--- src/rtl/imd_pkg.sv ---
package imd_pkg;

    localparam int unsigned XLEN = 32;

    typedef enum logic [1:0] {
        OP_SMUL = 2'd0,
        OP_UMUL = 2'd1,
        OP_SDIV = 2'd2,
        OP_UDIV = 2'd3
    } md_op_e;

    typedef enum logic [1:0] {
        ACC_NONE = 2'd0,
        ACC_ADD  = 2'd1,
        ACC_SUB  = 2'd2,
        ACC_RSVD = 2'd3
    } md_acc_e;

    // Context captured when an operation is accepted
    typedef struct packed {
        md_op_e  op;
        md_acc_e acc;
        logic    neg_main;   // negate product or quotient
        logic    neg_rem;    // negate remainder
        logic    div_zero;   // divisor was zero
    } md_ctx_t;

    function automatic logic op_is_div(md_op_e op);
        return (op == OP_SDIV) || (op == OP_UDIV);
    endfunction

    function automatic logic op_is_signed(md_op_e op);
        return (op == OP_SMUL) || (op == OP_SDIV);
    endfunction

endpackage

--- src/rtl/imd_mul_core.sv ---
module imd_mul_core #(
    parameter int W     = 32,
    parameter int STEPS = 4
) (
    input  logic           clk,
    input  logic           rst,
    input  logic           load,
    input  logic           step,
    input  logic [W-1:0]   a_mag,
    input  logic [W-1:0]   b_mag,
    output logic [2*W-1:0] sum_nxt
);
    localparam int CH = W / STEPS;
    localparam int DW = 2 * W;

    logic [DW-1:0] sum_q;
    logic [DW-1:0] mcand_q;
    logic [W-1:0]  mplier_q;
    logic [DW-1:0] pp;

    // one partial product of CH multiplier bits per cycle
    assign pp      = mcand_q * {{(DW-CH){1'b0}}, mplier_q[CH-1:0]};
    assign sum_nxt = sum_q + pp;

    always_ff @(posedge clk) begin
        if (rst) begin
            sum_q    <= '0;
            mcand_q  <= '0;
            mplier_q <= '0;
        end else if (load) begin
            sum_q    <= '0;
            mcand_q  <= {{W{1'b0}}, a_mag};
            mplier_q <= b_mag;
        end else if (step) begin
            sum_q    <= sum_nxt;
            mcand_q  <= mcand_q << CH;
            mplier_q <= mplier_q >> CH;
        end
    end
endmodule

--- src/rtl/imd_div_core.sv ---
module imd_div_core #(
    parameter int W = 32
) (
    input  logic         clk,
    input  logic         rst,
    input  logic         load,
    input  logic         step,
    input  logic [W-1:0] n_mag,
    input  logic [W-1:0] d_mag,
    output logic [W-1:0] quo_nxt,
    output logic [W-1:0] rem_nxt
);
    logic [W-1:0] rem_q;
    logic [W-1:0] quo_q;
    logic [W-1:0] dsr_q;
    logic [W:0]   shifted;
    logic [W:0]   diff;
    logic         fits;

    // restoring step: bring down one dividend bit, subtract if it fits
    assign shifted = {rem_q, quo_q[W-1]};
    assign fits    = shifted >= {1'b0, dsr_q};
    assign diff    = shifted - {1'b0, dsr_q};
    assign rem_nxt = fits ? diff[W-1:0] : shifted[W-1:0];
    assign quo_nxt = {quo_q[W-2:0], fits};

    always_ff @(posedge clk) begin
        if (rst) begin
            rem_q <= '0;
            quo_q <= '0;
            dsr_q <= '0;
        end else if (load) begin
            rem_q <= '0;
            quo_q <= n_mag;
            dsr_q <= d_mag;
        end else if (step) begin
            rem_q <= rem_nxt;
            quo_q <= quo_nxt;
        end
    end
endmodule

--- src/rtl/imd_hilo_merge.sv ---
module imd_hilo_merge
    import imd_pkg::*;
#(
    parameter int W = 32
) (
    input  md_acc_e        acc,
    input  logic [2*W-1:0] cur,
    input  logic [2*W-1:0] prod,
    output logic [2*W-1:0] merged
);
    always_comb begin
        unique case (acc)
            ACC_ADD: merged = cur + prod;
            ACC_SUB: merged = cur - prod;
            default: merged = prod;
        endcase
    end
endmodule

--- src/rtl/imd_unit.sv ---
module imd_unit
    import imd_pkg::*;
#(
    parameter int W         = XLEN,
    parameter int MUL_STEPS = 4
) (
    input  logic         clk,
    input  logic         rst,
    input  logic         start_i,
    input  logic [1:0]   op_i,
    input  logic [1:0]   acc_i,
    input  logic [W-1:0] a_i,
    input  logic [W-1:0] b_i,
    input  logic         hi_wr_i,
    input  logic         lo_wr_i,
    input  logic [W-1:0] wr_data_i,
    output logic         ready_o,
    output logic         done_o,
    output logic [W-1:0] hi_o,
    output logic [W-1:0] lo_o
);
    localparam int DW        = 2 * W;
    localparam int DIV_STEPS = W;
    localparam int CW        = $clog2(DIV_STEPS + 1);

    md_op_e       op_in;
    logic         accept;
    logic         sgn_in;
    logic [W-1:0] a_mag;
    logic [W-1:0] b_mag;

    logic          busy_q;
    logic [CW-1:0] cnt_q;
    md_ctx_t       ctx_q;
    logic [W-1:0]  dividend_q;
    logic [W-1:0]  hi_q;
    logic [W-1:0]  lo_q;
    logic          finishing;

    logic [DW-1:0] prod_nxt;
    logic [DW-1:0] prod_signed;
    logic [DW-1:0] merged;
    logic [W-1:0]  quo_nxt;
    logic [W-1:0]  rem_nxt;
    logic [W-1:0]  quo_fix;
    logic [W-1:0]  rem_fix;
    logic [DW-1:0] result;

    assign op_in  = md_op_e'(op_i);
    assign accept = start_i && !busy_q;
    assign sgn_in = op_is_signed(op_in);
    assign a_mag  = (sgn_in && a_i[W-1]) ? (~a_i + W'(1)) : a_i;
    assign b_mag  = (sgn_in && b_i[W-1]) ? (~b_i + W'(1)) : b_i;

    assign finishing = busy_q && (cnt_q == CW'(1));

    imd_mul_core #(.W(W), .STEPS(MUL_STEPS)) u_mul (
        .clk     (clk),
        .rst     (rst),
        .load    (accept && !op_is_div(op_in)),
        .step    (busy_q && !op_is_div(ctx_q.op)),
        .a_mag   (a_mag),
        .b_mag   (b_mag),
        .sum_nxt (prod_nxt)
    );

    imd_div_core #(.W(W)) u_div (
        .clk     (clk),
        .rst     (rst),
        .load    (accept && op_is_div(op_in)),
        .step    (busy_q && op_is_div(ctx_q.op)),
        .n_mag   (a_mag),
        .d_mag   (b_mag),
        .quo_nxt (quo_nxt),
        .rem_nxt (rem_nxt)
    );

    assign prod_signed = ctx_q.neg_main ? (~prod_nxt + DW'(1)) : prod_nxt;

    imd_hilo_merge #(.W(W)) u_merge (
        .acc    (ctx_q.acc),
        .cur    ({hi_q, lo_q}),
        .prod   (prod_signed),
        .merged (merged)
    );

    assign quo_fix = ctx_q.neg_main ? (~quo_nxt + W'(1)) : quo_nxt;
    assign rem_fix = ctx_q.neg_rem  ? (~rem_nxt + W'(1)) : rem_nxt;

    always_comb begin
        if (!op_is_div(ctx_q.op))
            result = merged;
        else if (ctx_q.div_zero)
            result = {dividend_q, {W{1'b1}}};
        else
            result = {rem_fix, quo_fix};
    end

    // sequencing
    always_ff @(posedge clk) begin
        if (rst) begin
            busy_q     <= 1'b0;
            cnt_q      <= '0;
            ctx_q      <= '{op: OP_SMUL, acc: ACC_NONE, neg_main: 1'b0,
                            neg_rem: 1'b0, div_zero: 1'b0};
            dividend_q <= '0;
        end else if (accept) begin
            busy_q         <= 1'b1;
            cnt_q          <= op_is_div(op_in) ? CW'(DIV_STEPS) : CW'(MUL_STEPS);
            ctx_q.op       <= op_in;
            ctx_q.acc      <= md_acc_e'(acc_i);
            ctx_q.neg_main <= sgn_in && (a_i[W-1] ^ b_i[W-1]);
            ctx_q.neg_rem  <= sgn_in && a_i[W-1];
            ctx_q.div_zero <= (b_i == '0);
            dividend_q     <= a_i;
        end else if (busy_q) begin
            cnt_q <= cnt_q - CW'(1);
            if (finishing)
                busy_q <= 1'b0;
        end
    end

    // result registers
    always_ff @(posedge clk) begin
        if (rst) begin
            hi_q <= '0;
            lo_q <= '0;
        end else if (finishing) begin
            hi_q <= result[DW-1:W];
            lo_q <= result[W-1:0];
        end else if (!busy_q && !accept) begin
            if (hi_wr_i)
                hi_q <= wr_data_i;
            if (lo_wr_i)
                lo_q <= wr_data_i;
        end
    end

    assign ready_o = !busy_q;
    assign done_o  = !busy_q;
    assign hi_o    = hi_q;
    assign lo_o    = lo_q;
endmodule

--- config.mk ---
export PLATFORM = sky130hd
export DESIGN_NAME = imd_unit
export DESIGN_NICKNAME = d
export VERILOG_FILES = /design/src/rtl/imd_pkg.sv /design/src/rtl/imd_mul_core.sv /design/src/rtl/imd_div_core.sv /design/src/rtl/imd_hilo_merge.sv /design/src/rtl/imd_unit.sv
export SDC_FILE = /design/constraint.sdc
export NUM_CORES = 2
export LEC_CHECK = 0
export BUFFER_PORTS_ARGS = -buffer_cell sky130_fd_sc_hd__clkbuf_2
export CORE_MARGIN = 2
export CORE_UTILIZATION = 65
export DETAILED_ROUTE_END_ITERATION = 10
export PLACE_DENSITY = 0.89
export SYNTH_ARGS = -nofsm -noshare
export SYNTH_HDL_FRONTEND = slang
export SYNTH_SLANG_ARGS = --single-unit
export TNS_END_PERCENT = 5
--- constraint.sdc ---
create_clock -name clk -period 26.3 [get_ports clk]
set_clock_uncertainty 0.1 [all_clocks]
set_input_delay 5.26 -clock clk [delete_from_list [all_inputs] [get_ports clk]]
set_output_delay 5.26 -clock clk [all_outputs]
set_load 0.01 [all_outputs]
==> results.json <==
{
  "power_switching_uw": 964,
  "grt_max_degree": 133,
  "hp-start": "u_mul.sum_q[31]",
  "grt_pass1_wl_um": 234000,
  "wl_um": 150000,
  "final_core_util_pct": 69.1,
  "path_max_fanout": 62,
  "dieWidth_um": 264,
  "power_uw": 2260,
  "via_count": 42300,
  "htree_levels": 2,
  "cp_slowest_cell": "dfxtp_2",
  "vdd_ir_drop_max_v": 0.0000689,
  "drive_gt1_share_pct": 6.42,
  "synth_seq_cells": 365,
  "io_buffer_count": 170,
  "place.gp.congestion": 1.07,
  "start_util_pct": 65.4,
  "stdcell_area_sq_um": 46300,
  "combinationalPowerShare_pct": 42.8,
  "gr-total-overflow": 0,
  "power.share.clock_pct": 29.3,
  "antenna_found_initial": 7,
  "sw_frac_of_total_pct": 42.6,
  "cts_resized": 0,
  "syn_area_sq_um": 43800,
  "fin_crit_ns": 12.62,
  "drv_cap": 0,
  "cts_buffer_depth": 3,
  "vias_per_cell": 6.47,
  "syn_avg_cell_area_sq_um": 7.64,
  "max_freq_mhz": 79.2,
  "core_area_sq_um": 66900,
  "period_share_pct": 48.0,
  "drc": 0,
  "startpoint_type": "register",
  "r2r_cells": 35,
  "path_class": "reg2reg",
  "post_cts_buffers": 0,
  "synth.distinct_cells": 102,
  "grt_use_total_pct": 43.0,
  "end_kind": "register",
  "worst_slew_pin_slew_ns": 1.36,
  "rows": 95,
  "synthToLayoutAreaGrowth_pct": 5.66,
  "cts_root_buffer": "clkbuf_16",
  "hold_viol_final": 0,
  "dpl_cell_area_sq_um": 44700,
  "final_nets": 6319,
  "dr.pass1.iters": 7,
  "r2r-end": "hi_o[31]",
  "avgRoutedWirePerCell_um": 23.0,
  "p_int_uw": 1300,
  "final.fill_count": 5465,
  "cp.required_ns": 26.75,
  "numCtsBuffers": 46,
  "path_clk_slew_ns": 0.06,
  "slew_headroom_pct": 9.12,
  "r2r_start": "u_mul.mplier_q[3]",
  "ys.flop_type": "dfxtp_1",
  "io_pins": 171,
  "synth_edf_count": 0,
  "multiInputGateArea_sq_um": 32900,
  "p_per_area_nw_per_um2": 48.9,
  "min_to": "u_mul.sum_q[31]",
  "synth-seq-area-share_pct": 16.7,
  "synth_fp_nets": 6427,
  "design.die.area_sq_um": 69500,
  "power.leakage_uw": 0.0199,
  "grt_pass1_vias": 41300,
  "crit_top_cell": "fa_1",
  "hold_path_depth": 2,
  "yosys_warnings": 0,
  "hold_slack_ns": 0.354,
  "critPathMaxStageDelay_ns": 1.15,
  "async_flop_share_pct": 0,
  "pwr-share-seq_pct": 27.9,
  "tns_ns": 0,
  "ant_nets": 0,
  "cts.sinks": 365,
  "holdCritPathClass": "reg2reg",
  "slew_violations": 0,
  "dpl.hpwl_um": 115000,
  "ctsHoldBuffers": 0,
  "final_cell_mix": "nand2_1 (832), inv_1 (587), a21oi_1 (451)",
  "cts_tree": "done",
  "final_common_cell": "nand2_1",
  "die_y_um": 264,
  "register_area_sq_um": 7320,
  "syn_inst": 5733,
  "crit_arrival_ns": 13.07,
  "status": "finished, final reports clean",
  "worstSkewPairLatency_ns": 0.64,
  "finalSetupViolations": 0,
  "grt_setup_unrepaired": "no",
  "rrSetupSlack_ns": 13.68,
  "drt-initial-drc-count": 4864
}
==> per-layer routing <==
metal / part of all wire, % / global-route usage [%] / vias to the layer above
li1: - / - / 19100
met1: 37 / 53.5 / 20200
met2: 44 / 66.6 / 2481
met3: 11 / 10.7 / 565
met4: 7.6 / 28.3 / 6
met5: 0.026 / 0 / -
==> kinds of logic (layout without fill, tap and decap cells) <==
group                    count (synthesis)  after routing  share of synthesized area (%)
AO/OA/AOI/OAI                         1382           1382                           20.6
XOR/XNOR                               365            365                           7.30
adder cells (fa/ha/maj)                589            589                           23.9
buffers and inverters                  957            882                           8.29
flip-flops                             365            365                           16.7
multiplexers                            50             50                           1.15
other                                    0              7                              0
AND/OR/NAND/NOR                       2025           2025                           22.1
==> power by group through the flow <==
stage	Clock [uW]	Combinational, uW	Sequential (uW)
6_report	665	968	632
3_3_place_gp	0	918	638
4_1_cts	666	938	628
3_5_place_dp	0	929	640
5_1_grt	686	1050	633
2_1_floorplan	0	698	611
==> critical path, delay by kind of cell, from the launching register on <==
kind | cells | cell delay, ns
buffers and inverters | 1 | 0.04
adder cells (fa/ha/maj) | 6 | 2.82
XOR/XNOR | 4 | 0.72
flip-flops | 1 | 1.15
AND/OR/NAND/NOR | 8 | 3.11
AO/OA/AOI/OAI | 16 | 4.54
==> cells in the mapped netlist (all sizes together) (21+ instances only) <==
library cell / count / area share, %
a211oi: 180 / 3.1
and3: 49 / 0.70
o22ai: 40 / 0.57
nor3: 76 / 0.87
nand4: 47 / 0.67
and2: 308 / 4.4
a22oi: 34 / 0.58
xnor2: 226 / 4.5
nand2b: 39 / 0.57
o31ai: 46 / 0.83
clkbuf: 313 / 2.7
o21bai: 24 / 0.41
a21oi: 451 / 5.2
a31oi: 53 / 0.76
nand2: 833 / 7.1
a311oi: 59 / 1.2
mux2i: 46 / 1.1
nor2b: 61 / 0.89
or4: 22 / 0.39
or3: 39 / 0.58
nand3: 68 / 0.78
o21ai: 197 / 2.3
nor2: 377 / 3.2
o21a: 28 / 0.48
dfxtp: 365 / 17
a21o: 92 / 1.6
ha: 177 / 5.1
buf: 54 / 0.55
or2: 21 / 0.31
fa: 412 / 19
xor2: 139 / 2.8
inv: 590 / 5.1
nor4: 35 / 0.53
o211ai: 33 / 0.57
==> registers in the layout, summed over array words and instances, names as in the netlist <==
register        cells
u_mul.mcand_q      64
u_mul.sum_q        64
dividend_q         32
hi_o               32
lo_o               32
u_div.dsr_q        32
u_div.quo_q        32
u_div.rem_q        32
u_mul.mplier_q     32
cnt_q               6
ctx_q               6
busy_q              1
==> through the flow <==
stage               setup slack [ns]  std cells
global route                   12.83       6533
floorplan                      15.62       5733
detailed placement             13.88       6450
CTS                            13.81       6531
finish                         13.68       6538
global placement               14.15       6450
==> layout make-up <==
class,instances,area share (%)
antenna,7,0.0379
clock buffer,66,2.82
clock inverter,15,0.511
inverter,590,4.79
multi-input combinational,4411,71.1
sequential,365,15.8
tap,873,2.36
timing repair buffer,211,2.54
==> worst max path at each step <==
stage | startpoint | to | cells past startpoint
floorplan | u_mul.mplier_q[5] | hi_o[31] | 39
global placement | u_mul.mplier_q[3] | hi_o[31] | 37
detailed placement | u_mul.mplier_q[3] | hi_o[31] | 37
CTS | u_mul.mplier_q[3] | hi_o[31] | 37
global route | u_mul.mplier_q[3] | hi_o[31] | 37
finish | u_mul.mplier_q[3] | hi_o[31] | 35
No activity file was read; power rests on OpenSTA's default activity.
